**config.mk**
```make
export PLATFORM = sky130hd
export DESIGN_NAME = dram_bank_seq
export DESIGN_NICKNAME = d
export VERILOG_FILES = /design/src/rtl/dram_bank_seq.sv
export SDC_FILE = /design/constraint.sdc
export NUM_CORES = 1
export LEC_CHECK = 0
export CAP_MARGIN = 10
export CORE_MARGIN = 2
export CORE_UTILIZATION = 30
export DETAILED_ROUTE_END_ITERATION = 8
export HOLD_SLACK_MARGIN = 0.08
export PLACE_DENSITY_LB_ADDON = 0.05
export SLEW_MARGIN = 20
export SYNTH_ARGS = -nofsm -noshare
export SYNTH_HDL_FRONTEND = slang
export SYNTH_SLANG_ARGS = --single-unit
```
**constraint.sdc**
```tcl
create_clock -name clk -period 1.9 [get_ports clk]
set_input_delay 0.38 -clock clk [delete_from_list [all_inputs] [get_ports clk]]
set_output_delay 0.38 -clock clk [all_outputs]
set_load 0.05 [all_outputs]
```
**src/rtl/dram_bank_seq.sv**
```systemverilog
module dram_bank_seq #(
  parameter int ROW_W = 8,
  parameter int COL_W = 6,
  parameter int TW    = 5,
  parameter int BL    = 4
) (
  input  logic                 clk,
  input  logic                 rst_n,
  input  logic [TW-1:0]        cfg_cl,
  input  logic [TW-1:0]        cfg_trcd,
  input  logic [TW-1:0]        cfg_trp,
  input  logic [TW-1:0]        cfg_tras,
  input  logic                 cfg_cr2,
  input  logic                 req_valid,
  output logic                 req_ready,
  input  logic                 req_write,
  input  logic [ROW_W-1:0]     req_row,
  input  logic [COL_W-1:0]     req_col,
  output logic                 cmd_cs,
  output logic [2:0]           cmd_code,
  output logic [((ROW_W > COL_W) ? ROW_W : COL_W)-1:0] cmd_addr,
  output logic                 rd_valid,
  output logic [((BL > 1) ? $clog2(BL) : 1)-1:0] rd_beat
);
  localparam int AW = (ROW_W > COL_W) ? ROW_W : COL_W;
  localparam int BW = (BL > 1) ? $clog2(BL) : 1;
  localparam logic [2:0] C_NOP = 3'd0, C_ACT = 3'd1, C_RD = 3'd2, C_WR = 3'd3, C_PRE = 3'd4;

  typedef enum logic [1:0] {RS_IDLE, RS_WAIT, RS_BURST} rs_t;

  function automatic logic [TW-1:0] m1(input logic [TW-1:0] v);
    m1 = (v == '0) ? '0 : v - 1'b1;
  endfunction

  logic             busy, p_wr;
  logic [ROW_W-1:0] p_row, open_row;
  logic [COL_W-1:0] p_col;
  logic             open_q;
  logic [TW-1:0]    cl_q, trcd_q, trp_q, tras_q;
  logic [1:0]       cr_cnt;
  logic [TW-1:0]    trcd_cnt, trp_cnt, tras_cnt, rd_cnt;
  rs_t              rd_st;
  logic [BW-1:0]    beat;
  logic [2:0]       sel;

  wire hit    = open_q && (open_row == p_row);
  wire go     = busy && (cr_cnt == 2'd0);
  wire rd_idl = (rd_st == RS_IDLE);
  wire accept = req_valid && !busy;

  always_comb begin
    sel = C_NOP;
    if (go) begin
      if (hit) begin
        if (trcd_cnt == '0 && rd_idl) sel = p_wr ? C_WR : C_RD;
      end else if (open_q) begin
        if (tras_cnt == '0) sel = C_PRE;
      end else if (trp_cnt == '0) begin
        sel = C_ACT;
      end
    end
  end

  always_comb begin
    cmd_addr = '0;
    if (sel == C_ACT) cmd_addr = AW'(p_row);
    else if (sel == C_RD || sel == C_WR) cmd_addr = AW'(p_col);
  end

  assign cmd_code  = sel;
  assign cmd_cs    = busy;
  assign req_ready = !busy;
  assign rd_valid  = (rd_st == RS_BURST);
  assign rd_beat   = beat;

  always_ff @(posedge clk) begin
    if (!rst_n) begin
      cl_q <= 1; trcd_q <= 1; trp_q <= 1; tras_q <= 1;
    end else if (!busy) begin
      cl_q <= cfg_cl; trcd_q <= cfg_trcd; trp_q <= cfg_trp; tras_q <= cfg_tras;
    end
  end

  always_ff @(posedge clk) begin
    if (!rst_n) begin
      busy <= 1'b0; p_wr <= 1'b0; p_row <= '0; p_col <= '0; cr_cnt <= 2'd0;
    end else if (accept) begin
      busy   <= 1'b1;
      p_wr   <= req_write;
      p_row  <= req_row;
      p_col  <= req_col;
      cr_cnt <= cfg_cr2 ? 2'd2 : 2'd1;
    end else if (busy) begin
      if (cr_cnt != 2'd0) cr_cnt <= cr_cnt - 2'd1;
      if (sel == C_RD || sel == C_WR) busy <= 1'b0;
    end
  end

  always_ff @(posedge clk) begin
    if (!rst_n) begin
      trcd_cnt <= '0; trp_cnt <= '0; tras_cnt <= '0;
      open_q <= 1'b0; open_row <= '0;
    end else begin
      trcd_cnt <= m1(trcd_cnt);
      trp_cnt  <= m1(trp_cnt);
      tras_cnt <= m1(tras_cnt);
      if (sel == C_ACT) begin
        trcd_cnt <= m1(trcd_q);
        tras_cnt <= m1(tras_q);
        open_q   <= 1'b1;
        open_row <= p_row;
      end else if (sel == C_PRE) begin
        trp_cnt <= m1(trp_q);
        open_q  <= 1'b0;
      end
    end
  end

  always_ff @(posedge clk) begin
    if (!rst_n) begin
      rd_st <= RS_IDLE; rd_cnt <= '0; beat <= '0;
    end else begin
      case (rd_st)
        RS_WAIT: begin
          if (rd_cnt == TW'(1)) begin rd_st <= RS_BURST; beat <= '0; end
          else rd_cnt <= rd_cnt - 1'b1;
        end
        RS_BURST: begin
          if (beat == BW'(BL - 1)) rd_st <= RS_IDLE;
          else beat <= beat + 1'b1;
        end
        default: ;
      endcase
      if (sel == C_RD) begin
        if (cl_q <= TW'(1)) begin rd_st <= RS_BURST; beat <= '0; end
        else begin rd_st <= RS_WAIT; rd_cnt <= cl_q - 1'b1; end
      end
    end
  end

  logic [TW-1:0] since_act, since_pre;
  always_ff @(posedge clk) begin
    if (!rst_n) begin
      since_act <= '1; since_pre <= '1;
    end else begin
      since_act <= (sel == C_ACT) ? TW'(1) : ((since_act == '1) ? since_act : since_act + 1'b1);
      since_pre <= (sel == C_PRE) ? TW'(1) : ((since_pre == '1) ? since_pre : since_pre + 1'b1);
    end
  end

  a_r3_trcd: assert property (@(posedge clk) disable iff (!rst_n)
    (cmd_code == C_RD || cmd_code == C_WR) |-> since_act >= trcd_q);
  a_r4_trp: assert property (@(posedge clk) disable iff (!rst_n)
    (cmd_code == C_ACT) |-> since_pre >= trp_q);
  a_r5_tras: assert property (@(posedge clk) disable iff (!rst_n)
    (cmd_code == C_PRE) |-> since_act >= tras_q);
  a_r10_nop_idle: assert property (@(posedge clk) disable iff (!rst_n)
    !cmd_cs |-> cmd_code == C_NOP);
  a_r6_beats: assert property (@(posedge clk) disable iff (!rst_n)
    (rd_valid && rd_beat != BW'(BL - 1)) |=> (rd_valid && rd_beat == $past(rd_beat) + 1'b1));
  a_r9_ready_busy: assert property (@(posedge clk) disable iff (!rst_n)
    (req_valid && req_ready) |=> !req_ready);
endmodule

```
Word-level counts from Yosys, hierarchy flattened
Cells that the tools add are included.

Add/subtract/negate cells: 10. Magnitude comparators: 1. Equality and inequality tests: 11. Muxes and demuxes: 42. Reductions and logical operators: 21.

Operators with widths (number): $mux W5 (14); $sub A5 B1 Y5 const B (8); $logic_not A5 Y1 (6); $mux W2 (13); $mux W3 (4); $eq A8 B8 Y1 (1); $mux W8 (1); $pmux W2 S2 (2); $reduce_bool A2 Y1 (4); $mux W1 (7); $eq A3 B2 Y1 const B (2); $mux W6 (1); $eq A5 B1 Y1 const B (1); $le A5 B1 Y1 const B (1); $eq A2 B2 Y1 const B (2); $logic_and A1 B1 Y1 (4); $logic_not A2 Y1 (2); $eq A3 B1 Y1 const B (1); $eq A3 B3 Y1 const B (1); $ne A3 B1 Y1 const B (1); $ne A3 B3 Y1 const B (1); $reduce_and A3 Y1 (1); $reduce_bool A3 Y1 (1); $add A2 B1 Y2 const B (1); 5 further kinds (5).

Flip-flop bits (word level): 71. Input port bits: 39. Word-level logic and storage cells: 102.

Depth between registers and ports, before layout
Gate-level depths: netlist of run 1.

Depth after elaboration: 10. Depth in mapped cells: 8. Mapped depth without buffers: 7.

Worst setup path before layout of run 1
Ideal clock, no wire load.

Kind: register -> output. Start point: register trcd_cnt[0]. End point: output cmd_addr[0] (netlist name). Arrival: 2.491 ns. Required time: 1.520 ns. Setup slack: -0.971 ns. Cell stages (with the launch flop): 6. Cell sequence: dfxtp_1 > inv_1 > ha_1 > or4b_4 > nor3_2 > a22o_1.

Longest elaborated chain between the ends: 9. Elaborated cells between the ends (all ways): 11.

RTL lines: from (decl) (line 41) `logic [TW-1:0] trcd_cnt, trp_cnt, tras_cnt, rd_cnt;`; from (signal assigned) (line 104) `trcd_cnt <= m1(trcd_cnt);`; from (signal assigned) (line 108) `trcd_cnt <= m1(trcd_q);`; $logic_not A5 Y1 (*) (line 55) `if (trcd_cnt == '0 && rd_idl) sel = p_wr ? C_WR : C_RD;`; $logic_and A1 B1 Y1 (*) (line 55); $mux W2 (*) (line 55); $mux W3 (*) (line 54) `if (hit) begin`; $mux W3 (*) (line 53) `if (go) begin`; named net cmd_code[1] (line 20) `output logic [2:0] cmd_code,`; $eq A3 B2 Y1 (line 67) `else if (sel == C_RD || sel == C_WR) cmd_addr = AW'(p_col);`; $logic_or A1 B1 Y1 (line 67); $mux W6 (line 67); $mux W8 (*) (line 66) `if (sel == C_ACT) cmd_addr = AW'(p_row);`; to (decl) (line 21) `output logic [((ROW_W > COL_W) ? ROW_W : COL_W)-1:0] cmd_addr,`.

The timed path passes the listed nets; every way through them passes the cells marked *.

Final worst setup path of run 1
Start point: register trp_cnt[1]. End point: output cmd_addr[2] (netlist name).

Longest elaborated chain between the ends: 9. Elaborated cells between the ends (all ways): 11.

RTL lines: from (decl) (line 41); from (signal assigned) (line 105) `trp_cnt <= m1(trp_cnt);`; from (signal assigned) (line 113) `trp_cnt <= m1(trp_q);`; $logic_not A5 Y1 (*) (line 58) `end else if (trp_cnt == '0) begin`; $mux W1 (*) (line 58); $mux W3 (*) (line 56) `end else if (open_q) begin`; $mux W3 (*) (line 54); $mux W3 (*) (line 53); $eq A3 B2 Y1 (line 67); $logic_or A1 B1 Y1 (line 67); $mux W6 (line 67); $mux W8 (*) (line 66).

Every way passes the cells marked *; elsewhere a longest branch is shown, timed or not.

==> results.yml, run 1 <==
status:
  outcome: "finished, violations left"
  violations: "DRC, setup timing"
critical_path:
  worstPathArrival_ps: 2080
  crit_start: "trp_cnt[1]"
  setup.worst_path.end_class: "primary output"
  cp_max_fo: 5
  cp_num_buf_inv: 4
  r2r_end: "open_row[7]"
  regToRegStartpoint: "trp_cnt[1]"
  r2r_cells: 9
  required_ps: 1520
  cp_cell_sequence: "inv_2 -> ha_4 -> or4b_4 -> nor3_4 -> buf_12 -> buf_8 -> a22o_4 -> buf_12"
  worst-path-stages: 8
  critPathKind: "reg2out"
  r2r_slack_ps: -290
  cp_common_cell: "buf_12"
  start_kind: "flop"
  cp_top_family: "simple AND/OR/NAND/NOR gates"
  cp_slowest_cell: "or4b_4"
  crit_end: "cmd_addr[2]"
  cp_slowest_stage_delay_ps: 470
timing:
  setup_ws_ps: -560
  post-route-min-period_ps: 2460
  setup-violations-final: 32
  clock_skew_ps: 3.60
  max_slew.worst_pin.slew_ps: 370
  rsz0062_at_grt: "yes"
  fmax_ghz: 0.406
  relSlewSlack: 0.750
  finalCritPeriodShare: 1.29
  final_hold_viol_count: 0
  slew_violations: 0
pwr:
  leakage_nw: 2.34
  vdd_drop_max_v: 0.000365
  p_per_area_nw_per_um2: 1070
layout:
  multi_input_area_um2: 2250
  regArea_um2: 1430
  fin_cells: 679
  area_growth_pct: 54.5
  n_antenna_cell: 0
  finalNetCount: 587
  mostFrequentLayoutCells: "64 x nand2_1, 64 x dfxtp_1, 56 x buf_4"
  drive_above_1_share: 0.293
  fin_util: 0.480
  fillers: 1106
synth:
  synth_area_um2: 3580
  syn_inst: 413
  synth_edf_count: 0
  synth-async-reset-ratio: 0
  synth_top_family_by_area: "simple AND/OR/NAND/NOR gates"
  synthAdderAreaFrac: 0.0594
  ys_types: 45
  yosysSeqAreaShare: 0.397
  synth_compound_area_frac: 0.147
  synth_xor_area_frac: 0.0563
  yosys_warnings: 0
  synth_flop_cell: "dfxtp_1"
  ys_ff_latch: 71
  muxShareOfSynthArea: 0.0671
  syn_nets: 469
  syn_area_per_cell_um2: 8.67
  synthSimpleGateAreaFrac: 0.225
die:
  ioPinCount: 55
  design.die.area_um2: 12800
  die_h_um: 113
  initial_core_util: 0.311
  row_count: 39
  dieWidth_um: 113
  core_um2: 11500
grt:
  grt_overflow_total: 0
  grt_pass1_wl_um: 15100
  antenna_found_initial: 0
  grt_start_max_net_pins: 63
  grt_usage: 0.149
  grt_pass1_vias: 3259
placement:
  gp_congestion: 0.768
  dp_hpwl_um: 6150
  place_inst: 644
  portBuffers: 54
clock_tree:
  clk_latency_ps: 340
  cts_buffers: 9
  clk_pin_slew_ps: 60
  hold_buffers: 0
  clk_path_buf_depth: 2
  ctsRootBufferMaster: "clkbuf_16"
  htree_num_levels: 3
  cts_sinks: 71
  cts_tree: "yes"
routing:
  dr.pass1.iters: 6
  first_iter_violations: 157
  wl_per_cell_um: 13.1
  drc: 3
  detail-route-antenna-nets: 0
  wl_um: 8860
  num_vias: 3136
  via_per_inst: 4.62
flow_run:
  maxCapViolations: 0
hold_path:
  worstHoldPathType: "in2reg"
routing by layer:
| layer | vias up | GRT usage | routed length, um |
|---|---|---|---|
| li1 | 1652 | - | - |
| met1 | 1433 | 0.189 | 4190 |
| met4 | 0 | 0.0634 | 159 |
| met2 | 39 | 0.243 | 4230 |
| met3 | 12 | 0.0327 | 283 |
| met5 | - | 0 | 0 |
registers in the layout, indices dropped and copies added, names as in the netlist:
signal    cells
open_row      8
cmd_cs        1
p_col         6
p_row         8
trcd_q        5
trp_q         5
rd_cnt        5
cl_q          5
open_q        1
trcd_cnt      5
tras_q        5
tras_cnt      5
rd_beat       2
rd_st         2
trp_cnt       5
cr_cnt        2
p_wr          1
cell usage after synthesis, drive strengths merged, types with 2 or more instances:
cell type	instances	area, um2
a22o	6	52.6
nor2	22	82.6
o211ai	4	30.0
o21ai	11	55.1
a32oi	2	17.5
xnor2	13	114
dfxtp	71	1420
o22ai	8	50.1
nor2b	20	125
a21o	5	37.5
mux2i	24	240
o21a	3	22.5
or4b	2	27.5
clkbuf	9	33.8
nand3	6	30.0
a21boi	21	158
and2	7	43.8
inv	24	90.1
nand2	67	251
and3	3	20.0
nand4	3	18.8
xor2	10	87.6
a211oi	4	35.0
nor3	19	105
buf	8	48.8
ha	17	213
a21oi	7	35.0
or3	4	25.0
nor4b	4	35.0
timing repair:
| action | 4_1_cts | 5_1_grt |
|---|---|---|
| endpoints found under the setup margin | 41 | 43 |
| pin swaps | 24 | 13 |
| buffers inserted | 21 | 7 |
| gates cloned | 1 | 0 |
| gates resized for setup | 61 | 15 |
tightest hold or removal path, stage by stage:
cell and delay (ps):
buf_2 120, buf_12 190, nand2_1 80
layout make-up:
class                      count  share of cell area
multi-input combinational    301               0.406
sequential                    71               0.259
timing repair buffer         124               0.233
clock buffer                  13              0.0507
tap                          143              0.0323
inverter                      24              0.0163
clock inverter                 3             0.00271
how the worst min path moves through the flow:
stage | slack (ps) | depth (start not counted) | startpoint | end
2_1_floorplan | 420 | 1 | trcd_cnt[0] | trcd_cnt[0]
3_5_place_dp | 470 | 2 | open_row[4] | open_row[4]
4_1_cts | 470 | 3 | rst_n | trcd_q[0]
6_report | 460 | 3 | rst_n | trcd_q[0]
5_1_grt | 500 | 3 | rst_n | tras_q[0]
3_3_place_gp | 460 | 2 | open_row[3] | open_row[3]
cell families after synthesis:
logic type / after synthesis
and+or+nand+nor: 162
AOI/OAI and AO/OA: 75
DFF: 71
buffers and inverters: 41
muxes: 24
xor gates and xnor gates: 23
adders and majority gates: 17
power by group:
| part | switching [W] | internal (W) |
|---|---|---|
| Sequential | 0.000144 | 0.00170 |
| Combinational | 0.00103 | 0.00143 |
| Clock | 0.000624 | 0.00102 |
through the flow:
stage,setup TNS [ps],power (W),setup WS [ps],hold WS [ps],area (um2)
after floorplan,-3690,0.00291,-494,420,3660
after global placement,-4070,0.00368,-239,461,4840
after detailed placement,-4860,0.00368,-277,469,4840
after CTS,-9390,0.00595,-604,471,5510
after global routing,-12950,0.00634,-650,496,5530
final,-9820,0.00594,-560,464,5530
No activity file was read; power rests on OpenSTA's default activity.
==> run 2: changes to the inputs <==
--- a/config.mk
+++ b/config.mk
@@ -9,6 +9,7 @@
 export CORE_MARGIN = 2
 export CORE_UTILIZATION = 30
 export DETAILED_ROUTE_END_ITERATION = 8
+export GPL_TIMING_DRIVEN = 0
 export HOLD_SLACK_MARGIN = 0.08
 export PLACE_DENSITY_LB_ADDON = 0.05
 export SLEW_MARGIN = 20
==> results.yml, run 2 (synthesized netlist as in run 1, its figures left out) <==
routing:
  dr.pass1.iters: 6
  wl_per_cell_um: 14.2
  drc: 3
  detail-route-antenna-nets: 0
  first_iter_violations: 110
  num_vias: 3052
  wl_um: 9180
  via_per_inst: 4.71
hold_path:
  worstHoldPathType: "reg2reg"
  worstHoldStart: "open_row[0]"
layout:
  n_antenna_cell: 0
  top_regs: "open_row (8), p_row (8), p_col (6)"
  area_growth_pct: 43.8
  finalNetCount: 557
  final_cell_area_um2: 5150
  mostFrequentLayoutCells: "67 x nand2_1, 58 x dfxtp_1, 38 x clkdlybuf4s50_1"
  fin_util: 0.447
  drive_above_1_share: 0.234
  fin_cells: 648
  final_common_cell: "nand2_1"
clock_tree:
  hold_buffers: 0
  cts_sinks: 71
  clk_pin_slew_ps: 60
  cts_buffers: 9
  clk_latency_ps: 330
  htree_num_levels: 3
  cts_tree: "yes"
  ctsRootBufferMaster: "clkbuf_16"
  clk_path_buf_depth: 2
critical_path:
  cp_max_fo: 5
  crit_start: "trp_cnt[0]"
  worstPathArrival_ps: 2060
  cp_num_buf_inv: 4
  cp_slowest_stage_delay_ps: 480
  setup.worst_path.end_class: "primary output"
  regToRegStartpoint: "trp_cnt[0]"
  cp_top_family: "simple AND/OR/NAND/NOR gates"
  cp_cell_sequence: "inv_2 -> ha_4 -> or4b_4 -> nor3_4 -> buf_6 -> buf_12 -> a22o_4 -> buf_8"
  critPathKind: "reg2out"
  start_kind: "flop"
  cp_slowest_cell: "or4b_4"
  required_ps: 1520
die:
  die_h_um: 113
  ioPinCount: 55
  dieWidth_um: 113
  row_count: 39
  core_um2: 11500
  design.die.area_um2: 12800
  initial_core_util: 0.311
placement:
  place_inst: 609
  dpl_cell_area_um2: 4370
  gp_congestion: 0.777
  dp_hpwl_um: 6510
  portBuffers: 53
grt:
  grt_start_max_net_pins: 12
  grt_usage: 0.149
  grt_pass1_wl_um: 15100
  grt_overflow_total: 0
  grt_pass1_vias: 3047
  antenna_found_initial: 0
flow_run:
  maxCapViolations: 0
timing:
  setup-violations-final: 30
  clock_skew_ps: 9.12
  relSlewSlack: 0.475
  final_hold_viol_count: 0
  post-route-min-period_ps: 2440
  totalNegativeSetupSlack_ps: -8390
  max_slew.worst_pin.slew_ps: 788
  setup_ws_ps: -539
  fmax_ghz: 0.410
  rsz0062_at_grt: "yes"
  slew_violations: 0
  finalCritPeriodShare: 1.28
pwr:
  p_per_area_nw_per_um2: 1010
  power.total_w: 0.00522
  leakage_nw: 2.11
  vdd_drop_max_v: 0.000352
status:
  outcome: "finished, violations left"
  violations: "DRC, setup timing"
==> run 2: cell types whose count changed in the layout (fill, tap and decap cells not counted), moves of 3 or more <==
cell	before	now
dfxtp_1	64	58
buf_4	56	18
nand2_2	3	0
clkbuf_1	0	9
clkbuf_8	4	0
xor2_2	0	3
nand2_1	64	67
dfxtp_2	7	13
a21boi_1	3	0
clkbuf_2	0	3
xor2_1	10	7
buf_8	2	12
a21boi_0	18	21
buf_12	17	3
==> run 2: area by class of cell <==
class                   count  area, um2
repair buffers             77        805
inverters                  24       90.1
plain buffers              17        123
clock buffers              11        233
clock inverters             4       23.8
flip-flops and latches     71       1440
fillers                  1171       6370
multi-input cells         301       2260
well taps                 143        179
==> run 2: path summary, 6_finish.rpt <==
path | slack (ps) | end | cells after the start
setup reg to reg | -260 | trcd_cnt[3] | 10
setup / recovery | -540 | cmd_addr[3] | 8
hold reg to reg | 470 | open_row[0] | 2
hold / removal | 470 | open_row[0] | 2
==> run 2: repair_timing <==
item,4_1_cts,5_1_grt
cloned,1,0
hold endpoints to repair,0,0
pin swaps,17,14
gates resized for setup,144,33
setup buffers,17,6
setup endpoints to repair,57,55
==> run 2: tightest hold or removal path: stages, from the launching register on <==
cell and delay (ps):
dfxtp_1 310, nand2_1 50, a21boi_0 60
==> run 2: routing by layer <==
layer  global-route usage  vias to the layer above  wire (um)
met2                0.242                       47       4200
met3               0.0246                       14        368
met4               0.0512                        0        133
li1                     -                     1589          -
met5                    0                        -          0
met1                0.203                     1402       4490
==> run 2: where the power goes <==
group	switching [W]	internal (W)
Clock	0.000623	0.000872
Sequential	0.000188	0.00170
Combinational	0.000861	0.000979
==> run 2: stage by stage <==
stage	setup WS (ps)	hold slack, ps
6_report	-539	474
5_1_grt	-614	502
4_1_cts	-540	477
3_5_place_dp	-1250	444
3_3_place_gp	-1270	446
2_1_floorplan	-494	420
==> run 3: changes to the inputs <==
--- a/config.mk
+++ b/config.mk
@@ -7,11 +7,12 @@
 export LEC_CHECK = 0
 export CAP_MARGIN = 10
 export CORE_MARGIN = 2
-export CORE_UTILIZATION = 30
+export CORE_UTILIZATION = 49
 export DETAILED_ROUTE_END_ITERATION = 8
 export GPL_TIMING_DRIVEN = 0
 export HOLD_SLACK_MARGIN = 0.08
 export PLACE_DENSITY_LB_ADDON = 0.05
+export SKIP_LAST_GASP = 1
 export SLEW_MARGIN = 20
 export SYNTH_ARGS = -nofsm -noshare
 export SYNTH_HDL_FRONTEND = slang
==> results.yml, run 3 (synthesized netlist as in run 1, its figures left out) <==
timing:
  totalNegativeSetupSlack_ps: -9280
  setup-violations-final: 37
  whs_ps: 472
  finalCritPeriodShare: 1.31
  slew_violations: 0
  clock_skew_ps: 5.00
  max_slew.worst_pin.slew_ps: 762
  relSlewSlack: 0.492
  rsz0062_at_grt: "yes"
  fmax_ghz: 0.402
  setup_ws_ps: -590
  post-route-min-period_ps: 2490
  final_hold_viol_count: 0
grt:
  grt_pass1_wl_um: 13700
  grt_pass1_vias: 2977
  grt_overflow_total: 0
  antenna_found_initial: 0
  grt_usage: 0.223
  grt_start_max_net_pins: 11
pwr:
  vdd_drop_max_v: 0.000633
  leakage_nw: 2.10
  p_per_area_nw_per_um2: 981
  share_seq_of_total_power: 0.383
  p_sw_frac: 0.328
  switchingPower_w: 0.00162
  p_clk_frac: 0.229
  p_int_w: 0.00331
  pwr-share-comb: 0.388
routing:
  detail-route-antenna-nets: 0
  wl_per_cell_um: 14.1
  dr.pass1.iters: 4
  first_iter_violations: 152
  wl_um: 8620
  via_per_inst: 5.12
  drc: 0
  num_vias: 3127
layout:
  finalNetCount: 565
  drive_above_1_share: 0.232
  final_cell_area_um2: 5030
  final_common_cell: "nand2_1"
  top_regs: "open_row (8), p_row (8), p_col (6)"
  n_antenna_cell: 0
  mostFrequentLayoutCells: "67 x nand2_1, 61 x dfxtp_1, 38 x clkdlybuf4s50_1"
  area_growth_pct: 40.4
  fillers: 560
  regArea_um2: 1440
  multi_input_area_um2: 2230
clock_tree:
  clk_latency_ps: 340
  cts_buffers: 9
  clk_path_buf_depth: 2
  cts_sinks: 71
  cts_tree: "yes"
  clk_pin_slew_ps: 70
  htree_num_levels: 3
  ctsRootBufferMaster: "clkbuf_8"
placement:
  portBuffers: 53
  dp_hpwl_um: 5730
  gp_congestion: 0.817
  dpl_cell_area_um2: 4310
  dp_slack_ps: -1220
critical_path:
  critPathKind: "reg2out"
  regToRegStartpoint: "trcd_cnt[1]"
  setup.worst_path.end_class: "primary output"
  r2r_slack_ps: -210
  r2r_end: "rd_cnt[4]"
  cp_max_fo: 5
  required_ps: 1520
  worstPathArrival_ps: 2110
  start_kind: "flop"
  r2r_cells: 8
die:
  dieWidth_um: 89.5
  die_h_um: 89.5
  row_count: 31
  ioPinCount: 55
  design.die.area_um2: 8000
  initial_core_util: 0.499
  core_um2: 7180
hold_path:
  worstHoldStart: "open_row[4]"
  hold_path_end: "open_row[4]"
  holdPathStages: 2
  worstHoldPathType: "reg2reg"
flow_run:
  maxCapViolations: 0
status:
  outcome: "finished, violations left"
  violations: "setup timing"
## run 3: changes by cell type in the layout (fill, tap and decap cells not counted), moves of 3 or more
| cell | delta |
|---|---|
| clkbuf_8 | +14 |
| clkbuf_16 | -9 |
| buf_4 | +8 |
| dfxtp_2 | -4 |
| clkinv_2 | -3 |
| dfxtp_1 | +3 |
| nor2_4 | -3 |
| o21ai_0 | +3 |
## run 3: critical path: stages, from the launching register on
cell and delay (ps):
dfxtp_2 330, inv_2 70, ha_4 130, or4b_4 500, nor3_4 280, buf_6 190
a22o_4 140, buf_8 130
## run 3: layout make-up
type                    count  share of cell area
repair buffers             85               0.170
flip-flops and latches     71               0.286
multi-input cells         301               0.443
inverters                  24              0.0179
plain buffers              17              0.0222
clock buffers              14              0.0363
well taps                  99              0.0246
## run 3: routing by layer
metal,track usage,part of all wire
met4,0.0841,0.014
met3,0.0342,0.038
met5,0,0
met1,0.293,0.47
met2,0.369,0.48
## run 3: worst max-delay path by stage
stage / startpoint / to / slack [ps] / cells past startpoint
after global placement: trp_cnt[0] / cmd_addr[2] / -1200 / 7
after CTS: trp_cnt[1] / cmd_addr[2] / -560 / 7
after floorplan: open_row[6] / cmd_code[0] / -490 / 5
after global routing: trp_cnt[1] / cmd_addr[2] / -660 / 7
after detailed placement: trp_cnt[0] / cmd_addr[2] / -1220 / 7
final: trp_cnt[1] / cmd_addr[3] / -590 / 7
## run 3: what timing repair did
item / in CTS / in global routing
setup endpoints to repair: 46 / 55
hold buffers: 0 / 0
pin swaps: 19 / 12
buffers inserted: 20 / 11
gates cloned: 1 / 0
resized for setup: 131 / 29
## run 3: stage by stage
stage               power (W)   util  cells
floorplan             0.00291      -    413
global placement      0.00323  0.601    565
detailed placement    0.00326  0.601    565
CTS                   0.00476  0.676    600
global route          0.00522  0.701    611
finish                0.00493  0.701    611
## run 3: power groups by stage
stage	Combinational, W	Sequential (W)	Clock, W
final	0.00191	0.00189	0.00113
after global routing	0.00208	0.00191	0.00123
after CTS	0.00173	0.00187	0.00115
after detailed placement	0.00138	0.00188	0
after global placement	0.00135	0.00188	0
after floorplan	0.00105	0.00185	0
